**src/rtl/idpage_pkg.sv**
```systemverilog
// Shared encodings for the identification page block.
// Assumes the controller presents one decoded event per strobe.
package idpage_pkg;

    // Event kinds presented by the bus controller
    typedef enum logic [1:0] {
        REQ_ADDR  = 2'd0,
        REQ_WDATA = 2'd1,
        REQ_RDATA = 2'd2,
        REQ_NONE  = 2'd3
    } req_kind_e;

    // Session selected by the latest address phase
    typedef enum logic [1:0] {
        MODE_IDLE = 2'd0,
        MODE_PAGE = 2'd1,
        MODE_LOCK = 2'd2
    } sess_mode_e;

endpackage

```
**src/rtl/idpage_store.sv**
```systemverilog
// Page storage plus staging buffer.
// The page bytes reset to the erased value only on power-on reset.
// Staged bytes move to the page on the commit pulse, and only for
// positions marked in the mask. Assumes clr and commit never coincide
// with a staging write.
module idpage_store #(
    parameter int PAGE_BYTES = 32,
    parameter int IDX_W      = 5,
    parameter logic [7:0] ERASED = 8'hFF
) (
    input  logic             clk,
    input  logic             rst_n,
    input  logic             we,
    input  logic [IDX_W-1:0] widx,
    input  logic [7:0]       wdata,
    input  logic             clr,
    input  logic             commit,
    input  logic [IDX_W-1:0] ridx,
    output logic [7:0]       rbyte
);

    logic [7:0] page_q  [PAGE_BYTES];
    logic [7:0] stage_q [PAGE_BYTES];
    logic [PAGE_BYTES-1:0] mask_q;

    for (genvar i = 0; i < PAGE_BYTES; i++) begin : g_byte
        // Stage one byte and mark it pending
        always_ff @(posedge clk) begin
            if (!rst_n || clr || commit) begin
                mask_q[i] <= 1'b0;
            end else if (we && widx == IDX_W'(i)) begin
                mask_q[i]  <= 1'b1;
                stage_q[i] <= wdata;
            end
        end

        // Program the byte when its staged copy is committed
        always_ff @(posedge clk) begin
            if (!rst_n) begin
                page_q[i] <= ERASED;
            end else if (commit && mask_q[i]) begin
                page_q[i] <= stage_q[i];
            end
        end
    end

    // Read port
    always_comb rbyte = page_q[ridx];

endmodule

```
**src/rtl/idpage_prog.sv**
```systemverilog
// Programming timer and permanent lock flag.
// A start pulse arms a down-counter for PROG_CYCLES cycles. On the
// last cycle it issues commit and, if the lock was armed, sets the flag.
// Only rst_n clears the flag. Assumes PROG_CYCLES >= 1.
module idpage_prog #(
    parameter int PROG_CYCLES = 5000
) (
    input  logic clk,
    input  logic rst_n,
    input  logic start,
    input  logic lock_arm,
    output logic busy,
    output logic commit,
    output logic locked
);

    localparam int CNT_W = $clog2(PROG_CYCLES + 1);

    logic [CNT_W-1:0] cnt_q;
    logic             arm_q;
    logic             lock_q;

    // Count down the programming interval
    always_ff @(posedge clk) begin
        if (!rst_n) begin
            cnt_q <= '0;
        end else if (start && cnt_q == '0) begin
            cnt_q <= CNT_W'(PROG_CYCLES);
        end else if (cnt_q != '0) begin
            cnt_q <= cnt_q - 1'b1;
        end
    end

    // Remember whether this interval programs the lock
    always_ff @(posedge clk) begin
        if (!rst_n) begin
            arm_q <= 1'b0;
        end else if (start && cnt_q == '0) begin
            arm_q <= lock_arm;
        end
    end

    // One-way lock flag
    always_ff @(posedge clk) begin
        if (!rst_n) begin
            lock_q <= 1'b0;
        end else if (commit && arm_q) begin
            lock_q <= 1'b1;
        end
    end

    always_comb begin
        busy   = (cnt_q != '0);
        commit = (cnt_q == CNT_W'(1));
        locked = lock_q;
    end

endmodule

```
**src/rtl/idpage_ctl.sv**
```systemverilog
// Identification page controller (top).
// Decodes controller events tagged with the page's device-type nibble and
// keeps the byte pointer and session mode. It stages page writes, arms
// the lock and answers each matching event one cycle later.
// Assumes at most one of bus_start, bus_stop, req_valid per cycle.
module idpage_ctl
    import idpage_pkg::*;
#(
    parameter int         PAGE_BYTES   = 32,
    parameter int         ADDR_W       = 16,
    parameter int         LOCK_SEL_BIT = 10,
    parameter int         LOCK_DAT_BIT = 1,
    parameter int         PROG_CYCLES  = 5000,
    parameter logic [3:0] ID_TYPE      = 4'b1011
) (
    input  logic              clk,
    input  logic              rst_n,
    input  logic              bus_start,
    input  logic              bus_stop,
    input  logic              req_valid,
    input  logic [1:0]        req_kind,
    input  logic [3:0]        req_type,
    input  logic [ADDR_W-1:0] req_addr,
    input  logic [7:0]        req_data,
    output logic              rsp_valid,
    output logic              rsp_ack,
    output logic [7:0]        rsp_data,
    output logic              busy,
    output logic              locked
);

    localparam int IDX_W = $clog2(PAGE_BYTES);

    req_kind_e        kind;
    sess_mode_e       mode_q;
    logic [IDX_W-1:0] ptr_q, ptr_nxt;
    logic             hit, go_addr, go_page, go_lock, go_rd, ack_now;
    logic             lock_arm_q, staged_q, commit_req, commit, stage_clr;
    logic [7:0]       rd_byte;

    // Decode a strobe into the action it performs
    always_comb begin
        kind     = req_kind_e'(req_kind);
        hit      = req_valid && (req_type == ID_TYPE);
        go_addr  = hit && !busy && kind == REQ_ADDR;
        go_page  = hit && !busy && kind == REQ_WDATA && mode_q == MODE_PAGE && !locked;
        go_lock  = hit && !busy && kind == REQ_WDATA && mode_q == MODE_LOCK;
        go_rd    = hit && !busy && kind == REQ_RDATA;
        ack_now  = go_addr || go_page || go_lock || go_rd;
        ptr_nxt  = (ptr_q == IDX_W'(PAGE_BYTES - 1)) ? '0 : ptr_q + 1'b1;
        stage_clr  = bus_start && !busy;
        commit_req = bus_stop && !busy &&
                     ((mode_q == MODE_PAGE && staged_q) || (mode_q == MODE_LOCK && lock_arm_q));
    end

    // Byte pointer inside the page
    always_ff @(posedge clk) begin
        if (!rst_n) begin
            ptr_q <= '0;
        end else if (go_addr) begin
            ptr_q <= req_addr[IDX_W-1:0];
        end else if (go_page || go_rd) begin
            ptr_q <= ptr_nxt;
        end
    end

    // Session mode, closed by any Start or Stop
    always_ff @(posedge clk) begin
        if (!rst_n || bus_start || bus_stop) begin
            mode_q <= MODE_IDLE;
        end else if (go_addr) begin
            mode_q <= req_addr[LOCK_SEL_BIT] ? MODE_LOCK : MODE_PAGE;
        end
    end

    // Session bookkeeping: staged page data and armed lock
    always_ff @(posedge clk) begin
        if (!rst_n || bus_start || bus_stop || go_addr) begin
            staged_q   <= 1'b0;
            lock_arm_q <= 1'b0;
        end else begin
            if (go_page) staged_q   <= 1'b1;
            if (go_lock) lock_arm_q <= req_data[LOCK_DAT_BIT];
        end
    end

    // Registered response to each matching event
    always_ff @(posedge clk) begin
        if (!rst_n) begin
            rsp_valid <= 1'b0;
            rsp_ack   <= 1'b0;
            rsp_data  <= 8'h00;
        end else begin
            rsp_valid <= hit;
            rsp_ack   <= ack_now;
            rsp_data  <= go_rd ? rd_byte : 8'h00;
        end
    end

    idpage_store #(
        .PAGE_BYTES (PAGE_BYTES),
        .IDX_W      (IDX_W)
    ) store_i (
        .clk    (clk),
        .rst_n  (rst_n),
        .we     (go_page),
        .widx   (ptr_q),
        .wdata  (req_data),
        .clr    (stage_clr),
        .commit (commit),
        .ridx   (ptr_q),
        .rbyte  (rd_byte)
    );

    idpage_prog #(
        .PROG_CYCLES (PROG_CYCLES)
    ) prog_i (
        .clk      (clk),
        .rst_n    (rst_n),
        .start    (commit_req),
        .lock_arm (mode_q == MODE_LOCK && lock_arm_q),
        .busy     (busy),
        .commit   (commit),
        .locked   (locked)
    );

endmodule

```
**config.mk**
```make
export PLATFORM = sky130hd
export DESIGN_NAME = idpage_ctl
export DESIGN_NICKNAME = d
export VERILOG_FILES = /design/src/rtl/idpage_pkg.sv /design/src/rtl/idpage_store.sv /design/src/rtl/idpage_prog.sv /design/src/rtl/idpage_ctl.sv
export SDC_FILE = /design/constraint.sdc
export NUM_CORES = 1
export LEC_CHECK = 0
export CORE_ASPECT_RATIO = 1.25
export CORE_UTILIZATION = 50
export CTS_CLUSTER_DIAMETER = 80
export DETAILED_ROUTE_END_ITERATION = 10
export HOLD_SLACK_MARGIN = 0.1
export PLACE_DENSITY = 0.76
export REMOVE_ABC_BUFFERS = 1
export SLEW_MARGIN = 40
export SYNTH_ARGS = -nofsm -noshare
export SYNTH_HDL_FRONTEND = slang
export SYNTH_SLANG_ARGS = --single-unit
```
**constraint.sdc**
```tcl
create_clock -name clk -period 3.9 [get_ports clk]
set_input_delay 1.17 -clock clk [delete_from_list [all_inputs] [get_ports clk]]
set_output_delay 1.17 -clock clk [all_outputs]
set_load 0.01 [all_outputs]
```
Yosys cells after proc, flatten, opt, wreduce, memory -nomap -nowiden

Memories as Yosys holds them, arrays and structs flattened. A register that Yosys moved wholly into a read port is not among the register bits.
Cells that the tools add are included.

Bitwise gates (word level): 33
Reductions and logical operators: 132
Mux-type cells: 324
Eq/ne operators: 37
Add/sub/neg operators: 2

Operators with widths:

| kind                                                  | number |
|---|---|
| 2-to-1 mux 8 bit                                      | 63 |
| OR reduction 8 bit                                    | 31 |
| 2-to-1 mux 1 bit                                      | 224 |
| 2-to-1 mux 5 bit                                      | 34 |
| equality test 5 bit (second input constant)           | 16 |
| logical AND 1 bit                                     | 79 |
| equality test 5 x 4 -> 1 bit (second input constant)  | 8 |
| bitwise OR 1 bit                                      | 32 |
| 2-to-1 mux 13 bit                                     | 2 |
| equality test 5 x 3 -> 1 bit (second input constant)  | 4 |
| equality test 13 x 1 -> 1 bit (second input constant) | 1 |
| zero test 13 bit                                      | 1 |
| nonzero test 13 bit                                   | 1 |
| subtractor 13 x 1 -> 13 bit (second input constant)   | 1 |
| equality test 5 x 2 -> 1 bit (second input constant)  | 2 |
| logical OR 1 bit                                      | 10 |
| adder 5 x 1 -> 5 bit (second input constant)          | 1 |
| equality test 5 x 1 -> 1 bit (second input constant)  | 1 |
| zero test 5 bit                                       | 1 |
| equality test 2 x 1 -> 1 bit (second input constant)  | 2 |
| equality test 2 bit (second input constant)           | 2 |
| equality test 4 bit (second input constant)           | 1 |
| zero test 1 bit                                       | 4 |
| nonzero test 2 bit                                    | 2 |
| other kinds (5)                                       | 5 |

Memory bits (writable): 512
Logic and storage cells: 572
Memories: 2
Output and inout bits: 12
Bits in registers: 58

Memory list:

| name            | words | bits a word | rd ports | clocked after Yosys merged registers in | write ports | RTL line           | RTL |
|---|---|---|---|---|---|---|---|
| store_i.page_q  | 32    | 8           | 1        | 1                                       | 32          | idpage_store.sv:22 | `logic [7:0] page_q [PAGE_BYTES];` |
| store_i.stage_q | 32    | 8           | 32       | 0                                       | 1           | idpage_store.sv:23 | `logic [7:0] stage_q [PAGE_BYTES];` |

Longest topological paths before layout

Gate-level depths: netlist (run 1).

Word-level depth: 42
Depth in mapped cells: 10
Gate-level depth less buffers: 8

Hierarchy

Synthesis (run 1) repeated with hierarchy kept, for this count alone.

Cells, all modules: 1337
Area, all modules: 22251.3 um^2

Modules (own cells, without submodules):

| module       | area each (um^2) | cells each | instances | sequential area each (um^2) |
|---|---|---|---|---|
| idpage_store | 20618.5          | 1148       | 1         | 16015.4 |
| idpage_ctl   | 827.0            | 92         | 1         | 380.4 |
| idpage_prog  | 805.8            | 97         | 1         | 300.3 |

Worst setup path before layout (run 1)

No wires, ideal clock.

Kind: input to register
Start: input port req_kind[1]
End: memory store_i.stage_q[11][0] (netlist: store_i.stage_q[2][24]), enable pin
Library setup time: 0.383 ns
Setup slack: 0.199 ns
Stages: 6
Required time: 3.517 ns
Data arrival time: 3.317 ns
Path through: clkbuf_1 nor4b_1 nand3_1 or3_1 buf_2 nor3_1

Longest elaborated chain between the ends: 40
Elaborated cells between the ends (all ways): 225

Ends and longest elaborated chain:

| item                                                                                | RTL line           | RTL |
|---|---|---|
| start, declared                                                                     | idpage_ctl.sv:21   | `input logic [1:0] req_kind,` |
| equality test 2 x 1 -> 1 bit (*)                                                    | idpage_ctl.sv:46   | `go_page = hit && !busy && kind == REQ_WDATA && mode_q == MODE_PAGE && !locked;` |
| logical AND 1 bit (*) (3 in a row)                                                  | idpage_ctl.sv:46   |  |
| logical AND 1 bit                                                                   | idpage_store.sv:31 | `end else if (we && widx == IDX_W'(i)) begin` |
| 2-to-1 mux 1 bit                                                                    | idpage_store.sv:31 |  |
| 2-to-1 mux 1 bit                                                                    | idpage_store.sv:29 | `if (!rst_n \|\| clr \|\| commit) begin` |
| 2-to-1 mux 1 bit (not written as such)                                              | idpage_store.sv:33 | `stage_q[i] <= wdata;` |
| OR reduction 8 bit (no line)                                                        | n/a                |  |
| 2-to-1 mux 5 bit (no line) / 2-to-1 mux 1 bit (equally long branches) (31 in a row) | n/a                |  |
| end, declared                                                                       | idpage_store.sv:23 |  |

Mark *: on every way between the ends. The rest lies on a longest branch, timed or not.

Worst setup path after layout (run 1)

Start: register prog_i.cnt_q[0]
End: output port busy

Longest elaborated chain between the ends: 1

Ends and longest elaborated chain:

| item                   | RTL line          | RTL |
|---|---|---|
| start, declared        | idpage_prog.sv:19 | `logic [CNT_W-1:0] cnt_q;` |
| start signal, assigned | idpage_prog.sv:28 | `cnt_q <= CNT_W'(PROG_CYCLES);` |
| start signal, assigned | idpage_prog.sv:30 | `cnt_q <= cnt_q - 1'b1;` |
| nonzero test 13 bit    | idpage_prog.sv:53 | `busy = (cnt_q != '0);` |
| end, declared          | idpage_ctl.sv:28  | `output logic busy,` |

Every way passes these cells.

==> results of run 1 <==
[registers in the layout (all words and copies together) (netlist names)]
name and cells:
store_i.page_q 256, store_i.stage_q 256, store_i.mask_q 32, prog_i.cnt_q 13, rsp_data 8, ptr_q 5
mode_q 2, lock_arm_q 1, prog_i.arm_q 1, prog_i.locked 1, rsp_ack 1, rsp_valid 1
staged_q 1
[final cells by class]
type	instances	area [µm²]
Fill cell	3252	18700
Tap cell	572	716
Inverter	11	43.8
Multi-Input combinational cell	759	5480
Clock inverter	35	263
Timing Repair Buffer	94	806
Clock buffer	63	1400
Sequential cell	578	16700
[what timing repair did]
action	in CTS	in global routing
hold buffers	0	0
setup endpoints to repair	0	1
gates resized for setup	0	2
buffers inserted	0	1
[stage by stage]
step	cells	setup TNS, ns	hold slack, ns	power [mW]	instance area, µm²
3_3_place_gp	2013	0	0.441	7.79	23700
3_5_place_dp	2013	0	0.464	7.83	23700
4_1_cts	2111	0	0.474	12.7	25400
5_1_grt	2112	0	0.499	13.0	25400
6_report	2112	0	0.476	12.7	25400
2_1_floorplan	1348	-445.79	0.432	7.44	22200
[cells by family (layout without fill, tap and decap cells)]
| group | count (synthesis) | in the layout | share of synthesized area |
|---|---|---|---|
| adders and majority gates | 9 | 9 | 0.00502 |
| and+or+nand+nor | 546 | 546 | 0.133 |
| xor gates and xnor gates | 8 | 8 | 0.00313 |
| muxes | 81 | 81 | 0.0667 |
| DFF | 578 | 578 | 0.745 |
| AOI/OAI and AO/OA | 115 | 115 | 0.0338 |
| buffers and inverters | 69 | 203 | 0.0133 |
[placed cells by master, fill, tap and decap left out, types with 27 or more instances in the layout]
master / n
nand2_1: 127
nor2_1: 54
or2_1: 27
buf_4: 57
a21oi_1: 31
or2_2: 232
clkdlybuf4s50_1: 34
clkbuf_16: 54
mux4_2: 54
dfxtp_1: 64
nor3_1: 29
edfxtp_1: 512
[worst paths after layout]
path                                                          to  slack, ns
worst min register to register         prog_i.arm_q$_SDFFE_PN0P_       0.48
worst max-delay path                                        busy       0.21
worst min-delay path                   prog_i.arm_q$_SDFFE_PN0P_       0.48
worst max register to register  store_i.stage_q[3][13]$_DFFE_PP_       0.60
[cell usage after synthesis (all sizes together)]
cell type  number  share of area
or2           259          0.072
a2111oi         1        0.00039
nor4b           2        0.00078
or4             2        0.00084
nor4            6         0.0030
a22o            7         0.0027
nor2b          11         0.0031
a311oi          1        0.00039
xnor2           4         0.0016
clkbuf         34         0.0057
nand2b          4         0.0011
o31ai           1        0.00034
ha              9         0.0050
and3            3        0.00084
o31a            1        0.00039
o311ai          7         0.0027
o41ai           1        0.00039
mux2            7         0.0035
nand3          12         0.0027
o22ai          10         0.0028
mux4           54          0.054
inv            11         0.0018
a211oi         20         0.0067
edfxtp        512           0.69
buf            24         0.0058
o21ai           7         0.0016
nor3           45          0.011
or3b            2        0.00078
o21a            6         0.0020
nor2           55         0.0092
dfxtp          66          0.059
nor3b           4         0.0013
and2            2        0.00056
xor2            4         0.0016
a21oi          31         0.0069
a22oi           6         0.0020
a31oi          16         0.0045
nand3b          1        0.00034
and3b           1        0.00039
mux2i          20         0.0089
nand2         127          0.021
or3             7         0.0022
nand4           3        0.00084
[per-layer routing]
layer  wire length, µm  track usage  share of wire
met5                 0            0              0
met3              4080       0.0332          0.083
met2             24100        0.366           0.49
met4              2000       0.0952          0.041
met1             18800        0.290           0.38
[worst max-delay path, stage by stage (launching register included)]
cell	delay [ns]
dfxtp_1	0.35
inv_1	0.11
ha_1	0.23
or3b_2	0.51
nor4_4	0.38
inv_4	0.15
dlymetal6s2s_1	0.20
[power by group]
part / switching [mW] / leakage, nW / internal, mW
clock network: 2.24 / 0.813 / 2.71
registers: 0.0572 / 4.57 / 6.76
logic: 0.612 / 1.67 / 0.295
total: 2.91 / 7.05 / 9.76
==> impl_metrics.yaml, run 1 <==
global_routing:
  grt_pass1_vias: 12220
  antenna_found_initial: 0
  grt_start_max_net_pins: 45
  grtUsageTotal: 0.221
  grt_pass1_wl_um: 73900
  overflow: 0
placement:
  portBuffers: 36
  dp_slack_ns: 0.198
  gp_congestion: 0.908
  dp_hpwl_um: 32600
timing:
  hold_violations: 0
  worst_slack_ns: 0.214
  setup_violations: 0
  period_needed_ns: 3.69
  relSlewSlack: 0.448
  fin_crit_sh: 0.945
  skew_ns: 0.0212
  max_slew.worst_pin.slew_ns: 0.825
  rsz0062_at_grt: "no"
  fmax_ghz: 0.271
  slew_viol_final: 0
power:
  power_density_nw_per_um2: 499
  p_leak_nw: 7.05
  ir_drop_uv: 617
routing:
  routed_wl_um: 49000
  drc_errors: 0
  routed_via_density: 5.75
  initialDrtViolationCount: 1488
  dr.pass1.iters: 5
  vias: 12140
  post_drt_wl_per_cell_um: 23.2
  final_antenna_net_count: 0
setup_path:
  required_ns: 2.73
  cp_data_arrival_time_ns: 2.52
  reg2reg_from: "prog_i.cnt_q[0]$_SDFFE_PP0N_"
  reg2regPathDepth: 8
  crit_start: "prog_i.cnt_q[0]$_SDFFE_PP0N_"
  path_max_fanout: 14
  criticalPathCategory: "reg2out"
  critPathCaptureType: "primary output"
  cp-start-kind: "flip-flop"
clock_tree:
  clock-sinks: 578
  htreeDepth: 2
  clockRootBuffer: "clkbuf_16"
  cts_tree: "done"
  clk_latency_ns: 0.59
  clockBufferDepth: 3
  cts_buffers: 53
  cts.reportedPaths.clkPinSlew_ns: 0.06
final_layout:
  drive_gt1_frac: 0.296
  n_antenna_cell: 0
  syn_to_final_growth_pct: 13.4
  utilization: 0.576
  nets: 1541
job:
  maxCapViolations: 0
die:
  num_rows: 86
  die_area_um2: 45700
  die_y_um: 239
  ios: 47
  die_w_um: 191
  core-area_um2: 44100
  start_util: 0.508
synth:
  synth_cell_type_count: 51
  synth-seq-cells: 578
  netlist_area_um2: 22400
  seq_area_frac_synth: 0.745
  yosys_warnings: 0
  syn_inst: 1406
  synth.avg_cell_area_um2: 15.9
worst_hold_path:
  min_path_cells: 2
  min_path_type: "reg2reg"
  hold_path.startpoint: "prog_i.arm_q$_SDFFE_PN0P_"
run_status:
  outcome: "finished, final reports clean"
Note: power is estimated with default switching activity, not from simulation.
==> run 2: changes to the inputs <==
ABC_AREA = 1   (was unset)
==> run 2 against run 1 <==
Wire length rose by 6.8%. Combinational power rose by 21%. Synthesized area rose by 4.4%. Global-route usage rose by 0.24 points. Core utilization fell by 0.75 points. Largest cell class unchanged. Non-clock buffer count did not move. Design area rose by 3.2%. Sequential share of layout area fell by 2.1 points. Hold slack got worse by 0.013 ns. Maximum frequency rose by 6.9%. First-iteration DRC count fell by 3.0%. Highest routed layer unchanged. Critical endpoint unchanged. Clock power fell by 2%.
==> impl_metrics.yaml, run 2 <==
run_status:
  outcome: "finished, final reports clean"
final_layout:
  largestRegisters: "store_i.page_q (256), store_i.stage_q (256), store_i.mask_q (32)"
  layout_commonest_cell: "edfxtp_1"
  drive_gt1_frac: 0.0849
  syn_to_final_growth_pct: 12.1
  fillers: 3546
  nets: 2183
  layout_common_cells: "edfxtp_1 (512), nand2_1 (458), inv_1 (314)"
  utilization: 0.568
  n_antenna_cell: 0
  final_design_area_no_fill_um2: 26200
routing:
  routed_wl_um: 52400
  final_antenna_net_count: 0
  drc_errors: 0
  post_drt_wl_per_cell_um: 19.0
  initialDrtViolationCount: 1443
  vias: 14846
  routed_via_density: 5.37
  dr.pass1.iters: 6
die:
  ios: 47
  die_y_um: 244
  die_area_um2: 47700
  core-area_um2: 46100
  start_util: 0.507
  num_rows: 88
  die_w_um: 196
synth:
  syn_inst: 2069
  ys_async_sr_fraction: 0
  synth_top_area_cell: "edfxtp_1"
  synth_area_leaders: "edfxtp_1 (66%), nand2_1 (7.3%), dfxtp_1 (5.6%)"
  synthTopCellsByCount: "edfxtp_1 (512), nand2_1 (458), inv_1 (317)"
  synth.avg_cell_area_um2: 11.3
  synth-seq-cells: 578
  yosys_most_used_dff: "edfxtp_1"
  synth_cell_type_count: 40
  yosys_warnings: 0
  seq_area_frac_synth: 0.713
  synth_top_area_share: 0.657
  synth-edff-count: 512
  netlist_area_um2: 23400
  synth_most_common_cell: "edfxtp_1"
timing:
  fin_crit_sh: 0.884
  worst_slack_ns: 0.452
  max_slew.worst_pin.slew_ns: 0.776
  slew_viol_final: 0
  setup_violations: 0
  skew_ns: 0.0294
  rsz0062_at_grt: "no"
  period_needed_ns: 3.45
  relSlewSlack: 0.479
  fmax_ghz: 0.290
  hold_violations: 0
setup_path:
  cp-start-kind: "flip-flop"
  criticalPathCategory: "reg2out"
  path_max_fanout: 12
  cp_data_arrival_time_ns: 2.28
  reg2regPathDepth: 10
  required_ns: 2.73
  critPathCaptureType: "primary output"
clock_tree:
  cts-hold-fix-buffers: 0
  clk_latency_ns: 0.58
  cts_resized: 0
  cts_tree: "done"
  clockRootBuffer: "clkbuf_16"
  post-cts-setup-buffers: 0
  cts.reportedPaths.clkPinSlew_ns: 0.07
  clock-sinks: 578
  clockBufferDepth: 3
  htreeDepth: 2
  cts_buffers: 50
power:
  p_leak_nw: 9.07
  ir_drop_uv: 302
  power_density_nw_per_um2: 488
placement:
  dp_hpwl_um: 33400
  portBuffers: 36
  gp_congestion: 0.924
  dp_slack_ns: 0.494
  placed_area_um2: 24600
global_routing:
  overflow: 0
  grtUsageTotal: 0.223
  grt_pass1_wl_um: 80300
  grt_pass1_vias: 14690
  grt_start_max_net_pins: 66
  antenna_found_initial: 0
worst_hold_path:
  min_path_cells: 2
  min_path_type: "reg2reg"
job:
  maxCapViolations: 0
run 2: power by group:
group	internal (mW)	switching, mW	leakage [nW]	total, mW
Sequential	6.77	0.0563	4.57	6.83
Clock	2.76	2.11	0.787	4.87
Combinational	0.292	0.811	3.72	1.10
Total	9.82	2.98	9.07	12.8
run 2: routing by layer:
metal,track usage,part of all wire
met1,0.254,0.36
met2,0.409,0.52
met3,0.0343,0.076
met4,0.102,0.046
met5,0,0
run 2: stage by stage:
step	hold slack, ns	instances	power, mW	setup TNS (ns)
floorplan	0.430	1993	7.63	-263.48
global placement	0.445	2671	7.99	0
detailed placement	0.451	2672	8.05	0
CTS	0.462	2764	12.8	0
global route	0.481	2764	13.2	0
finish	0.463	2764	12.8	0
run 2: logic make-up after synthesis:
kind of cell / Yosys count / synth area share
DFF: 578 / 0.713
buffers and inverters: 396 / 0.0661
adders and majority gates: 9 / 0.00481
and+or+nand+nor: 825 / 0.156
AOI/OAI and AO/OA: 255 / 0.0570
xor gates and xnor gates: 6 / 0.00225
run 2: layout make-up:
type	instances	area, µm²	area share
Multi-Input combinational cell	1095	5160	0.197
Timing Repair Buffer	94	811	0.0309
Clock buffer	66	1340	0.0512
Tap cell	585	732	0.0279
Inverter	320	1210	0.0460
Sequential cell	578	16700	0.637
Clock inverter	26	267	0.0102
run 2: path summary, 6_finish.rpt:
kind	startpoint	endpoint	slack, ns
setup reg to reg	ptr_q[0]$_SDFFE_PN0P_	rsp_data[3]$_SDFF_PN0_	1.05
hold / removal	store_i.mask_q[29]$_SDFFE_PP0P_	store_i.mask_q[29]$_SDFFE_PP0P_	0.46
hold reg to reg	store_i.mask_q[29]$_SDFFE_PP0P_	store_i.mask_q[29]$_SDFFE_PP0P_	0.46
setup / recovery	prog_i.cnt_q[0]$_SDFFE_PP0N_	busy	0.45
run 2: worst max-delay path, cell delays in order (launching register included):
cell and delay, ns:
dfxtp_1 0.42, inv_1 0.12, ha_1 0.22, nand2_1 0.14
nor2_4 0.09, nand2_4 0.17, clkdlybuf4s50_1 0.57
